File: src/rtl/gp_timer16_pkg.sv
package gp_timer16_pkg;
  localparam int ADDR_W = 3;

  localparam logic [ADDR_W-1:0] ADDR_CFG   = 3'd0;
  localparam logic [ADDR_W-1:0] ADDR_LIMIT = 3'd1;
  localparam logic [ADDR_W-1:0] ADDR_CH0   = 3'd2;
  localparam logic [ADDR_W-1:0] ADDR_CCR0  = 3'd4;
  localparam logic [ADDR_W-1:0] ADDR_FLAGS = 3'd6;
  localparam logic [ADDR_W-1:0] ADDR_CNT   = 3'd7;

  localparam int FLAG_W = 7;

  typedef enum logic [1:0] {
    CH_OFF     = 2'd0,
    CH_CAPTURE = 2'd1,
    CH_TOGGLE  = 2'd2,
    CH_PWM     = 2'd3
  } chRole_e;

  typedef enum logic [1:0] {
    TRG_NONE  = 2'd0,
    TRG_CLEAR = 2'd1,
    TRG_GATE  = 2'd2,
    TRG_START = 2'd3
  } trgRole_e;

  typedef struct packed {
    logic       tick;
    logic       down;
    logic       cntWrite;
    logic       trgClear;
    logic       trigRise;
    logic [1:0] chRise;
    logic [1:0] chFall;
  } strobes_t;
endpackage

File: src/rtl/gp_timer16_ctrl.sv
module gp_timer16_ctrl
  import gp_timer16_pkg::*;
#(
  parameter int DATA_W = 16,
  parameter int CODE_W = 3
) (
  input  logic                 clk,
  input  logic                 rstN,
  input  logic                 wrEn,
  input  logic [ADDR_W-1:0]    wrAddr,
  input  logic [DATA_W-1:0]    wrData,
  input  logic                 trigIn,
  input  logic [1:0]           chIn,
  input  logic                 updEvt,
  output strobes_t             strb,
  output logic [DATA_W-1:0]    cfgWord,
  output logic                 encMode,
  output logic [1:0]           chPrev
);
  localparam int PSC_W = (1 << CODE_W) - 1;

  logic              runQ, downQ, encQ, extQ;
  logic [CODE_W-1:0] codeShadow, codeLive;
  trgRole_e          trgRole;
  logic [PSC_W-1:0]  pscCnt, pscMask;
  logic              trigQ;
  logic [1:0]        chQ;

  logic cfgWr, trigRise, running, pscHit, encUp;
  logic [1:0] encDelta;

  assign cfgWr    = wrEn && (wrAddr == ADDR_CFG);
  assign trigRise = trigIn & ~trigQ;
  assign running  = runQ && ((trgRole != TRG_GATE) || trigIn);
  assign pscMask  = (PSC_W'(1) << codeLive) - PSC_W'(1);
  assign pscHit   = (pscCnt == pscMask);
  assign encDelta = chIn ^ chQ;
  assign encUp    = chIn[0] ^ chQ[1];

  always_comb begin
    strb          = '0;
    strb.trigRise = trigRise;
    strb.chRise   = chIn & ~chQ;
    strb.chFall   = ~chIn & chQ;
    strb.cntWrite = wrEn && (wrAddr == ADDR_CNT);
    strb.trgClear = (trgRole == TRG_CLEAR) && trigRise;
    if (encQ) begin
      strb.tick = running && (encDelta == 2'b01 || encDelta == 2'b10);
      strb.down = ~encUp;
    end else begin
      strb.tick = running && (extQ ? trigRise : pscHit);
      strb.down = downQ;
    end
  end

  always_ff @(posedge clk) begin
    if (!rstN) begin
      runQ <= 1'b0; downQ <= 1'b0; encQ <= 1'b0; extQ <= 1'b0;
      codeShadow <= '0; codeLive <= '0; trgRole <= TRG_NONE;
      pscCnt <= '0; trigQ <= 1'b0; chQ <= '0;
    end else begin
      trigQ <= trigIn;
      chQ   <= chIn;
      if (cfgWr) begin
        runQ       <= wrData[0];
        downQ      <= wrData[1];
        codeShadow <= wrData[4:2];
        trgRole    <= trgRole_e'(wrData[6:5]);
        encQ       <= wrData[7];
        extQ       <= wrData[8];
      end else if (trgRole == TRG_START && trigRise) begin
        runQ <= 1'b1;
      end
      if (updEvt) begin
        codeLive <= codeShadow;
        pscCnt   <= '0;
      end else if (running && !encQ && !extQ) begin
        pscCnt <= pscHit ? '0 : pscCnt + PSC_W'(1);
      end
    end
  end

  assign cfgWord = {{(DATA_W-9){1'b0}}, extQ, encQ, trgRole, codeShadow, downQ, runQ};
  assign encMode = encQ;
  assign chPrev  = chQ;
endmodule

File: src/rtl/gp_timer16_dp.sv
module gp_timer16_dp
  import gp_timer16_pkg::*;
#(
  parameter int DATA_W = 16,
  parameter int NUM_CH = 2
) (
  input  logic              clk,
  input  logic              rstN,
  input  logic              wrEn,
  input  logic [ADDR_W-1:0] wrAddr,
  input  logic [DATA_W-1:0] wrData,
  input  logic              rdEn,
  input  logic [ADDR_W-1:0] rdAddr,
  input  strobes_t          strb,
  input  logic              brkIn,
  output logic [DATA_W-1:0] cntVal,
  output logic              updEvt,
  output logic [NUM_CH-1:0] chOut,
  output logic [FLAG_W-1:0] flags,
  output logic [DATA_W-1:0] regRd
);
  logic [DATA_W-1:0] limShadow, limLive, cntQ, cntNext;
  logic              stepEv;
  logic [FLAG_W-1:0] flagQ, flagSet, flagClr;
  logic [NUM_CH-1:0] ccSet, ovcSet, ccRdClr;
  logic [DATA_W-1:0] ccrAll [NUM_CH];
  logic [2:0]        chCfgAll [NUM_CH];

  always_comb begin
    cntNext = cntQ;
    updEvt  = 1'b0;
    stepEv  = 1'b0;
    if (strb.cntWrite) begin
      cntNext = wrData;
      updEvt  = 1'b1;
    end else if (strb.trgClear) begin
      cntNext = strb.down ? limShadow : '0;
      updEvt  = 1'b1;
    end else if (strb.tick) begin
      stepEv = 1'b1;
      if (strb.down) begin
        if (cntQ == '0) begin cntNext = limLive; updEvt = 1'b1; end
        else cntNext = cntQ - DATA_W'(1);
      end else begin
        if (cntQ >= limLive) begin cntNext = '0; updEvt = 1'b1; end
        else cntNext = cntQ + DATA_W'(1);
      end
    end
  end

  always_ff @(posedge clk) begin
    if (!rstN) begin
      limShadow <= '1; limLive <= '1; cntQ <= '0; flagQ <= '0;
    end else begin
      cntQ <= cntNext;
      if (wrEn && wrAddr == ADDR_LIMIT) limShadow <= wrData;
      if (updEvt) limLive <= limShadow;
      flagQ <= (flagQ & ~flagClr) | flagSet;
    end
  end

  for (genvar g = 0; g < NUM_CH; g++) begin : gCh
    logic [DATA_W-1:0] ccrQ;
    chRole_e           role;
    logic              fallSel, toggleQ, capEv, cmpEv;

    assign capEv = (role == CH_CAPTURE) && (fallSel ? strb.chFall[g] : strb.chRise[g]);
    assign cmpEv = stepEv && (role == CH_TOGGLE || role == CH_PWM) && (cntNext == ccrQ);

    always_ff @(posedge clk) begin
      if (!rstN) begin
        ccrQ <= '0; role <= CH_OFF; fallSel <= 1'b0; toggleQ <= 1'b0;
      end else begin
        if (capEv) ccrQ <= cntQ;
        else if (wrEn && wrAddr == ADDR_CCR0 + ADDR_W'(g)) ccrQ <= wrData;
        if (wrEn && wrAddr == ADDR_CH0 + ADDR_W'(g)) begin
          role    <= chRole_e'(wrData[1:0]);
          fallSel <= wrData[2];
          toggleQ <= 1'b0;
        end else if (cmpEv && role == CH_TOGGLE) begin
          toggleQ <= ~toggleQ;
        end
      end
    end

    assign chOut[g]    = ~brkIn & ((role == CH_PWM) ? (cntQ < ccrQ) :
                                   (role == CH_TOGGLE) ? toggleQ : 1'b0);
    assign ccSet[g]    = capEv | cmpEv;
    assign ovcSet[g]   = capEv & flagQ[1+g];
    assign ccRdClr[g]  = rdEn && (rdAddr == ADDR_CCR0 + ADDR_W'(g)) && (role == CH_CAPTURE);
    assign ccrAll[g]   = ccrQ;
    assign chCfgAll[g] = {fallSel, role};
  end

  assign flagSet = {brkIn, strb.trigRise, ovcSet, ccSet, updEvt};
  assign flagClr = ((wrEn && wrAddr == ADDR_FLAGS) ? wrData[FLAG_W-1:0] : '0)
                 | {{(FLAG_W-1-NUM_CH){1'b0}}, ccRdClr, 1'b0};

  always_comb begin
    case (rdAddr)
      ADDR_LIMIT:      regRd = limShadow;
      ADDR_CH0:        regRd = DATA_W'(chCfgAll[0]);
      ADDR_CH0 + 3'd1: regRd = DATA_W'(chCfgAll[1]);
      ADDR_CCR0:       regRd = ccrAll[0];
      ADDR_CCR0 + 3'd1:regRd = ccrAll[1];
      ADDR_FLAGS:      regRd = DATA_W'(flagQ);
      ADDR_CNT:        regRd = cntQ;
      default:         regRd = '0;
    endcase
  end

  assign cntVal = cntQ;
  assign flags  = flagQ;
endmodule

File: src/rtl/gp_timer16.sv
module gp_timer16
  import gp_timer16_pkg::*;
#(
  parameter int DATA_W = 16,
  parameter int CODE_W = 3
) (
  input  logic              clk,
  input  logic              rstN,
  input  logic              wrEn,
  input  logic [2:0]        wrAddr,
  input  logic [15:0]       wrData,
  input  logic              rdEn,
  input  logic [2:0]        rdAddr,
  output logic [15:0]       rdData,
  input  logic [1:0]        chIn,
  input  logic              trigIn,
  input  logic              brkIn,
  output logic [1:0]        chOut,
  output logic [6:0]        irqFlags
);
  strobes_t          strb;
  logic              updEvt, encMode;
  logic [1:0]        chPrev;
  logic [DATA_W-1:0] cfgWord, regRd, cntVal;

  gp_timer16_ctrl #(.DATA_W(DATA_W), .CODE_W(CODE_W)) uCtrl (
    .clk(clk), .rstN(rstN), .wrEn(wrEn), .wrAddr(wrAddr), .wrData(wrData),
    .trigIn(trigIn), .chIn(chIn), .updEvt(updEvt), .strb(strb),
    .cfgWord(cfgWord), .encMode(encMode), .chPrev(chPrev)
  );

  gp_timer16_dp #(.DATA_W(DATA_W), .NUM_CH(2)) uDp (
    .clk(clk), .rstN(rstN), .wrEn(wrEn), .wrAddr(wrAddr), .wrData(wrData),
    .rdEn(rdEn), .rdAddr(rdAddr), .strb(strb), .brkIn(brkIn),
    .cntVal(cntVal), .updEvt(updEvt), .chOut(chOut), .flags(irqFlags),
    .regRd(regRd)
  );

  assign rdData = (rdAddr == ADDR_CFG) ? cfgWord : regRd;
endmodule

File: config.mk
export PLATFORM = sky130hd
export DESIGN_NAME = gp_timer16
export DESIGN_NICKNAME = d
export VERILOG_FILES = /design/src/rtl/gp_timer16_pkg.sv /design/src/rtl/gp_timer16_ctrl.sv /design/src/rtl/gp_timer16_dp.sv /design/src/rtl/gp_timer16.sv
export SDC_FILE = /design/constraint.sdc
export NUM_CORES = 1
export LEC_CHECK = 0
export BUFFER_PORTS_ARGS = -buffer_cell sky130_fd_sc_hd__buf_2
export CAP_MARGIN = 10
export CORE_MARGIN = 1.5
export CORE_UTILIZATION = 37
export DETAILED_ROUTE_END_ITERATION = 6
export GPL_TIMING_DRIVEN = 1
export SLEW_MARGIN = 0
export SYNTH_ARGS = -nofsm -noshare
export SYNTH_HDL_FRONTEND = slang
export SYNTH_HIERARCHICAL = 1
export SYNTH_SLANG_ARGS = --single-unit
File: constraint.sdc
create_clock -name clk -period 7.5 [get_ports clk]
set_input_delay 0.375 -clock clk [delete_from_list [all_inputs] [get_ports clk]]
set_output_delay 0.375 -clock clk [all_outputs]
set_load 0.1 [all_outputs]
==> impl_metrics.json, run 1 <==
{
  "grt_use_total": 0.262,
  "cts_buffers": 17,
  "hold_viol_final": 0,
  "syn2layout_area_growth_pct": 9.86,
  "synthFlopType": "dfxtp_1",
  "gp_congestion": 0.958,
  "met3WireLength_um": 2550,
  "die_h_um": 162,
  "port_buffers": 54,
  "insertedDiodeCount": 0,
  "avgSynthCellArea_um2": 7.83,
  "layout.nets": 1267,
  "cp.arrival_ps": 4230,
  "crit_path_end_kind": "output pin",
  "clockBufferDepth": 2,
  "yosys_warnings": 6,
  "drtIter0Drc": 1039,
  "synth_seq_area_share": 0.252,
  "relSlewSlack": 0.206,
  "synth_edf_count": 0,
  "finalWirelength_um": 33900,
  "ir_drop_mv": 0.110,
  "wl_met2_um": 15700,
  "core_um2": 24500,
  "r2r_setup_slack_ps": 3020,
  "min_period_ps": 4610,
  "critPathMaxFanout": 19,
  "grt_pass1_wl_um": 52300,
  "vias": 9253,
  "startpoint": "uDp/cntVal[2]",
  "power_density_nw_per_um2": 194,
  "ant_nets": 0,
  "met1_length_um": 14500,
  "min_path_type": "in2reg",
  "drive_gt1_frac": 0.130,
  "setup.worst_path.end": "chOut[1]",
  "tightest_slew_ps": 1190,
  "finClkSkew_ps": 9.41,
  "grt_max_degree": 58,
  "antenna_found_initial": 0,
  "fin_util": 0.418,
  "netlist-cell-type-count": 87,
  "via_per_inst": 6.09,
  "ios": 55,
  "clk_latency_ps": 430,
  "startpoint_type": "flip-flop",
  "rsz0062_at_grt": "no",
  "wl_per_cell_um": 22.3,
  "overflow": 0,
  "clk_pin_slew_worst_paths_ps": 70,
  "row_count": 57,
  "start_util": 0.380,
  "cts_setup_buffers": 0,
  "r2r_cells": 12,
  "r2r_end": "uDp/gCh[0].toggleQ",
  "htreeDepth": 4,
  "die_w_um": 162,
  "finalSetupViolations": 0,
  "outcome": "completed",
  "worstSetupPathType": "reg2out",
  "drv_cap": 0,
  "ys_ff_latch": 117,
  "numClockSinks": 117,
  "cellLeakagePower_uw": 0.00415,
  "top_layer_used": "met4",
  "dr.pass1.iters": 6,
  "r2r-start": "uDp/cntVal[13]",
  "clockRootBuffer": "clkbuf_16",
  "dp_hpwl_um": 24000,
  "drcViolationCount": 0,
  "synth_cells": 1187,
  "layout_worst_path_cycle_share": 0.614,
  "synthArstFlopShare": 0,
  "synthesis.area_um2": 9300,
  "fmax_mhz": 217,
  "cts_tree": "yes",
  "cts-resized-gates": 0,
  "dieArea_um2": 26100,
  "postCtsHoldBufs": 0,
  "fin_tns_setup_ps": 0,
  "holdCritStartpoint": "trigIn",
  "critPathRequiredTime_ps": 7120,
  "drv_slew": 0,
  "grt_pass1_vias": 8664
}
==> registers in the layout (all words and copies together), names as in the netlist <==
name / count
uCtrl/codeShadow: 3
uDp/gCh.role: 4
uCtrl/runQ: 1
uDp/limLive: 16
uCtrl/chPrev: 2
uCtrl/trigQ: 1
uDp/cntVal: 16
uDp/gCh.fallSel: 2
uCtrl/encMode: 1
uCtrl/codeLive: 3
uCtrl/pscCnt: 7
uDp/gCh.toggleQ: 2
uDp/gCh.ccrQ: 32
uCtrl/downQ: 1
uCtrl/trgRole: 2
uDp/limShadow: 16
uDp/flags: 7
uCtrl/extQ: 1
==> worst max-delay path, stage by stage, from the launching register on <==
cell       delay, ps
dfxtp_1          880
ha_1             360
a21o_1           150
a21o_1           170
a21o_1           170
a21o_1           210
a211oi_1         380
o21ai_0          130
a21o_1           210
a2111oi_0        580
buf_2            540
==> per-stage QoR <==
stage          cell area [um2]  setup WS, ps  power (uW)  hold WS (ps)  cells
5_1_grt                  10200          2700        2060           200   1520
2_1_floorplan             9320           408        1040           453   1193
6_report                 10200          2890        1980           196   1520
3_3_place_gp              9640          3170        1160           464   1488
4_1_cts                  10200          2910        1980           182   1520
3_5_place_dp              9640          3110        1160           476   1488
==> Yosys cell counts (5+ instances only) <==
cell type	n	area (um2)
nand2_1	154	578
dfxtp_1	117	2340
nor2_1	81	304
inv_1	64	240
clkbuf_1	63	236
ha_1	54	676
a211oi_1	46	345
a21oi_1	45	225
mux2i_1	44	440
nand3_1	41	205
o21ai_0	37	185
nor3_1	28	140
xnor2_1	28	245
a21o_1	25	188
mux2_2	24	270
o211ai_1	22	165
a22o_1	21	184
nand4_1	20	125
nand2b_1	17	106
a31oi_1	16	100
and2_1	13	81.3
nor2b_1	13	81.3
xor2_1	13	114
buf_4	12	90.1
a21boi_0	11	82.6
o2111ai_1	11	96.3
and4_1	10	87.6
nor4_1	10	62.6
buf_2	8	40.0
a31o_2	7	61.3
buf_1	7	26.3
or3_1	7	43.8
o31ai_1	6	45.0
a211o_1	5	43.8
buf_6	5	56.3
o31a_1	5	43.8
or4_1	5	37.5
==> how the worst min path moves through the flow <==
| stage | to | slack (ps) | depth (start not counted) |
|---|---|---|---|
| global placement | uCtrl/downQ | 460 | 2 |
| finish | uCtrl/trigQ | 200 | 2 |
| floorplan | uCtrl/codeShadow[0] | 450 | 2 |
| global route | uCtrl/trigQ | 200 | 2 |
| CTS | uCtrl/trigQ | 180 | 2 |
| detailed placement | uCtrl/downQ | 480 | 2 |
==> kinds of logic (layout without fill, tap and decap cells) <==
family                   count (synthesis)  count (layout)  synth area share
AND/OR/NAND/NOR                        429             429             0.230
AO/OA/AOI/OAI                          313             313             0.245
buffers and inverters                  160             163            0.0746
flip-flops                             117             117             0.252
multiplexers                            72              72            0.0861
adder cells (fa/ha/maj)                 54              54            0.0727
XOR/XNOR                                41              41            0.0386
other                                    1               7          0.000403
==> cell usage in the layout, fill, tap and decap left out, types with 6 or more instances in the layout <==
cell | synthesis | layout
a211oi_1 | 46 | 46
nor2_1 | 81 | 81
a31oi_1 | 16 | 16
dfxtp_1 | 117 | 117
buf_4 | 12 | 12
nand2_1 | 154 | 154
or3_1 | 7 | 7
ha_1 | 54 | 54
o21ai_0 | 37 | 37
a21boi_0 | 11 | 11
nor2b_1 | 13 | 13
mux2_2 | 24 | 24
a31o_2 | 7 | 7
nor3_1 | 28 | 27
nor4_1 | 10 | 10
nand3_1 | 41 | 41
nand4_1 | 20 | 20
o31ai_1 | 6 | 6
o2111ai_1 | 11 | 11
o211ai_1 | 22 | 22
a21oi_1 | 45 | 45
clkbuf_16 | 0 | 17
a22o_1 | 21 | 21
inv_6 | 0 | 6
xor2_1 | 13 | 13
and4_1 | 10 | 10
xnor2_1 | 28 | 28
nand2b_1 | 17 | 17
inv_1 | 64 | 64
a21o_1 | 25 | 25
buf_2 | 8 | 54
mux2i_1 | 44 | 44
conb_1 | 1 | 7
and2_1 | 13 | 13
==> final cells by class <==
type / instances / area [um2]
repair buffers: 66 / 360
clock inverters: 14 / 144
flip-flops and latches: 117 / 2340
fillers: 2533 / 14200
well taps: 324 / 405
multi-input cells: 916 / 6290
clock buffers: 18 / 429
inverters: 65 / 244
==> where the power goes <==
group	switching (uW)	internal, uW
Combinational	292	169
Sequential	55.2	644
Clock	357	467
Total	705	1280
==> layer usage <==
layer,track usage,vias up
met3,0.0419,72
met5,0,-
met4,0.0997,0
met1,0.349,4429
li1,-,4327
met2,0.425,425
Note: power is estimated with default switching activity, not from simulation.
==> run 2: changes to the inputs <==
==> constraint.sdc (replaced) <==
create_clock -name clk -period 3.8 [get_ports clk]
set_input_delay 0.19 -clock clk [delete_from_list [all_inputs] [get_ports clk]]
set_output_delay 0.19 -clock clk [all_outputs]
set_load 0.1 [all_outputs]
==> run 2 against run 1 <==
The flow now finishes with violations (negative setup slack). Cell area up 16%. Routed wire length rose by 7.1%. Critical path depth rose by 6. Clock power increased by 110%. Global-route usage up 1.4 points. Register-to-register slack lost 3100 ps. Total power rose by 120%.
==> impl_metrics.json, run 2 (synthesized netlist as in run 1, its figures left out) <==
{
  "largest-register": "uDp/gCh.ccrQ",
  "drcViolationCount": 0,
  "crit_path_end_kind": "flip-flop",
  "critPathRequiredTime_ps": 4140,
  "use_met2": 0.425,
  "combPwrFrac": 0.286,
  "clockRootBuffer": "clkbuf_16",
  "layout.nets": 1415,
  "path_common_cell": "buf_6",
  "grt_pass1_vias": 9389,
  "hold_viol_final": 0,
  "clk_pin_slew_worst_paths_ps": 60,
  "die_w_um": 162,
  "clockBufferDepth": 2,
  "drv_slew": 0,
  "cellLeakagePower_uw": 0.00502,
  "finalSetupViolations": 3,
  "crit_chain": "buf_6, nor4_4, o32ai_2, o31a_1, a211oi_2, buf_6, clkinvlp_4, buf_6, buf_6, or4_4, mux2i_1, a2111o_1, nor4_4, buf_4, nand3b_1, a31oi_1",
  "switching_share": 0.337,
  "cp_slowest_cell": "or4_4",
  "path_depth": 16,
  "postCtsHoldBufs": 0,
  "startpoint": "uCtrl/codeLive[1]",
  "use_met1": 0.376,
  "drtIter0Drc": 1020,
  "largest_register_ffs": 32,
  "dr.pass1.iters": 6,
  "setup.worst_path.end": "uDp/flags[2]",
  "wl_per_cell_um": 21.8,
  "r2r_setup_slack_ps": -110,
  "finalNonFillerCells": 1667,
  "worst_slack_ps": -106,
  "finClkSkew_ps": 16.9,
  "cp_top_family": "compound AO/OA/AOI/OAI gates",
  "rsz0062_at_grt": "yes",
  "overflow": 0,
  "die_h_um": 162,
  "numClockSinks": 117,
  "start_util": 0.380,
  "total_power_uw": 4320,
  "r2r_end": "uDp/flags[2]",
  "grt_max_degree": 56,
  "row_count": 57,
  "cp_slowest_stage_delay_ps": 530,
  "via_per_inst": 6.02,
  "cts_tree": "yes",
  "fmax_mhz": 256,
  "relSlewSlack": 0.175,
  "port_buffers": 54,
  "worstSetupPathType": "reg2reg",
  "r2r_cells": 16,
  "vias": 10000,
  "critPathMaxFanout": 8,
  "power_frac_seq": 0.304,
  "outcome": "complete, but fails checks",
  "power_density_nw_per_um2": 365,
  "htreeDepth": 4,
  "regArea_um2": 2360,
  "multi_input_area_um2": 6690,
  "core_um2": 24500,
  "fin_util": 0.484,
  "clk_latency_ps": 440,
  "cp.arrival_ps": 4250,
  "layout_worst_path_cycle_share": 1.03,
  "pwr-share-clk": 0.410,
  "ir_drop_mv": 0.314,
  "tightest_slew_ps": 1240,
  "p_int_uw": 2860,
  "grt_pass1_wl_um": 55300,
  "drv_cap": 0,
  "ant_nets": 0,
  "cts_buffers": 17,
  "layout_common_cells": "buf_4, nand2_1, dfxtp_1, nor2_1, inv_1",
  "dp_hpwl_um": 26300,
  "finalWirelength_um": 36300,
  "antenna_found_initial": 0,
  "nFillCells": 2383,
  "min_path_type": "in2reg",
  "min_period_ps": 3910,
  "critPathBufInv": 6,
  "dp_cells": 1621,
  "drive_gt1_frac": 0.267,
  "startpoint_type": "flip-flop",
  "gp_congestion": 1.02,
  "syn2layout_area_growth_pct": 27.5,
  "r2r-start": "uCtrl/codeLive[1]",
  "power_switching_uw": 1460,
  "met3_usage": 0.0434,
  "dieArea_um2": 26100,
  "insertedDiodeCount": 0,
  "violations": "negative setup slack",
  "ios": 55,
  "grt_use_total": 0.276,
  "busiest_layer": "met2"
}
run 2: cell count changes in the layout (fill, tap and decap cells not counted), moves of 4 or more:
cell	delta
dfxtp_1	-6
buf_6	+7
o2111ai_1	-4
xnor2_1	-4
a211oi_1	-4
buf_4	+139
o21ai_0	-5
a211oi_2	+4
nor4_4	+4
nor4_1	-5
nor3_1	-4
run 2: how the worst min path moves through the flow:
stage | startpoint | to | slack [ps] | depth (start not counted)
CTS | trigIn | uCtrl/trigQ | 10 | 2
global placement | trigIn | uCtrl/trigQ | 440 | 2
finish | trigIn | uCtrl/trigQ | 20 | 2
detailed placement | trigIn | uCtrl/trigQ | 450 | 2
global route | trigIn | uCtrl/trigQ | 40 | 2
floorplan | brkIn | uDp/flags[6] | 310 | 2
run 2: layout make-up:
cell class,count,share of cell area
multi-input combinational,916,0.564
sequential,117,0.199
timing repair buffer,214,0.129
clock buffer,17,0.0359
tap,324,0.0342
inverter,65,0.0209
clock inverter,14,0.0168
run 2: repair_timing:
action / CTS / global route
buffers inserted: 7 / 9
resized for setup: 38 / 48
pin swaps: 24 / 31
setup endpoints to repair: 4 / 6
endpoints found under the hold margin: 0 / 0
run 2: metrics by stage:
step           hold WS [ps]  TNS [ps]  setup slack [ps]  cell area (um2)
2_1_floorplan           307         0              26.9             9360
3_3_place_gp            444      -972              -327            10700
3_5_place_dp            453     -1160              -398            10700
4_1_cts                10.8      -363              -127            11500
5_1_grt                35.9      -694              -237            11900
6_report               17.3      -311              -106            11900
run 2: power groups by stage:
stage	clock network (uW)	registers [uW]	logic [uW]
finish	1770	1310	1240
global route	1840	1320	1310
CTS	1790	1310	1160
detailed placement	0	1340	1130
global placement	0	1340	1120
floorplan	0	1350	717
run 2: metal layers:
layer  share of wire  wire length (um)  vias up
met5               0                 0        -
met4           0.039              1430        0
met3           0.084              3060       98
met2            0.44             16000      552
met1            0.44             15800     4772
li1                -                 -     4614
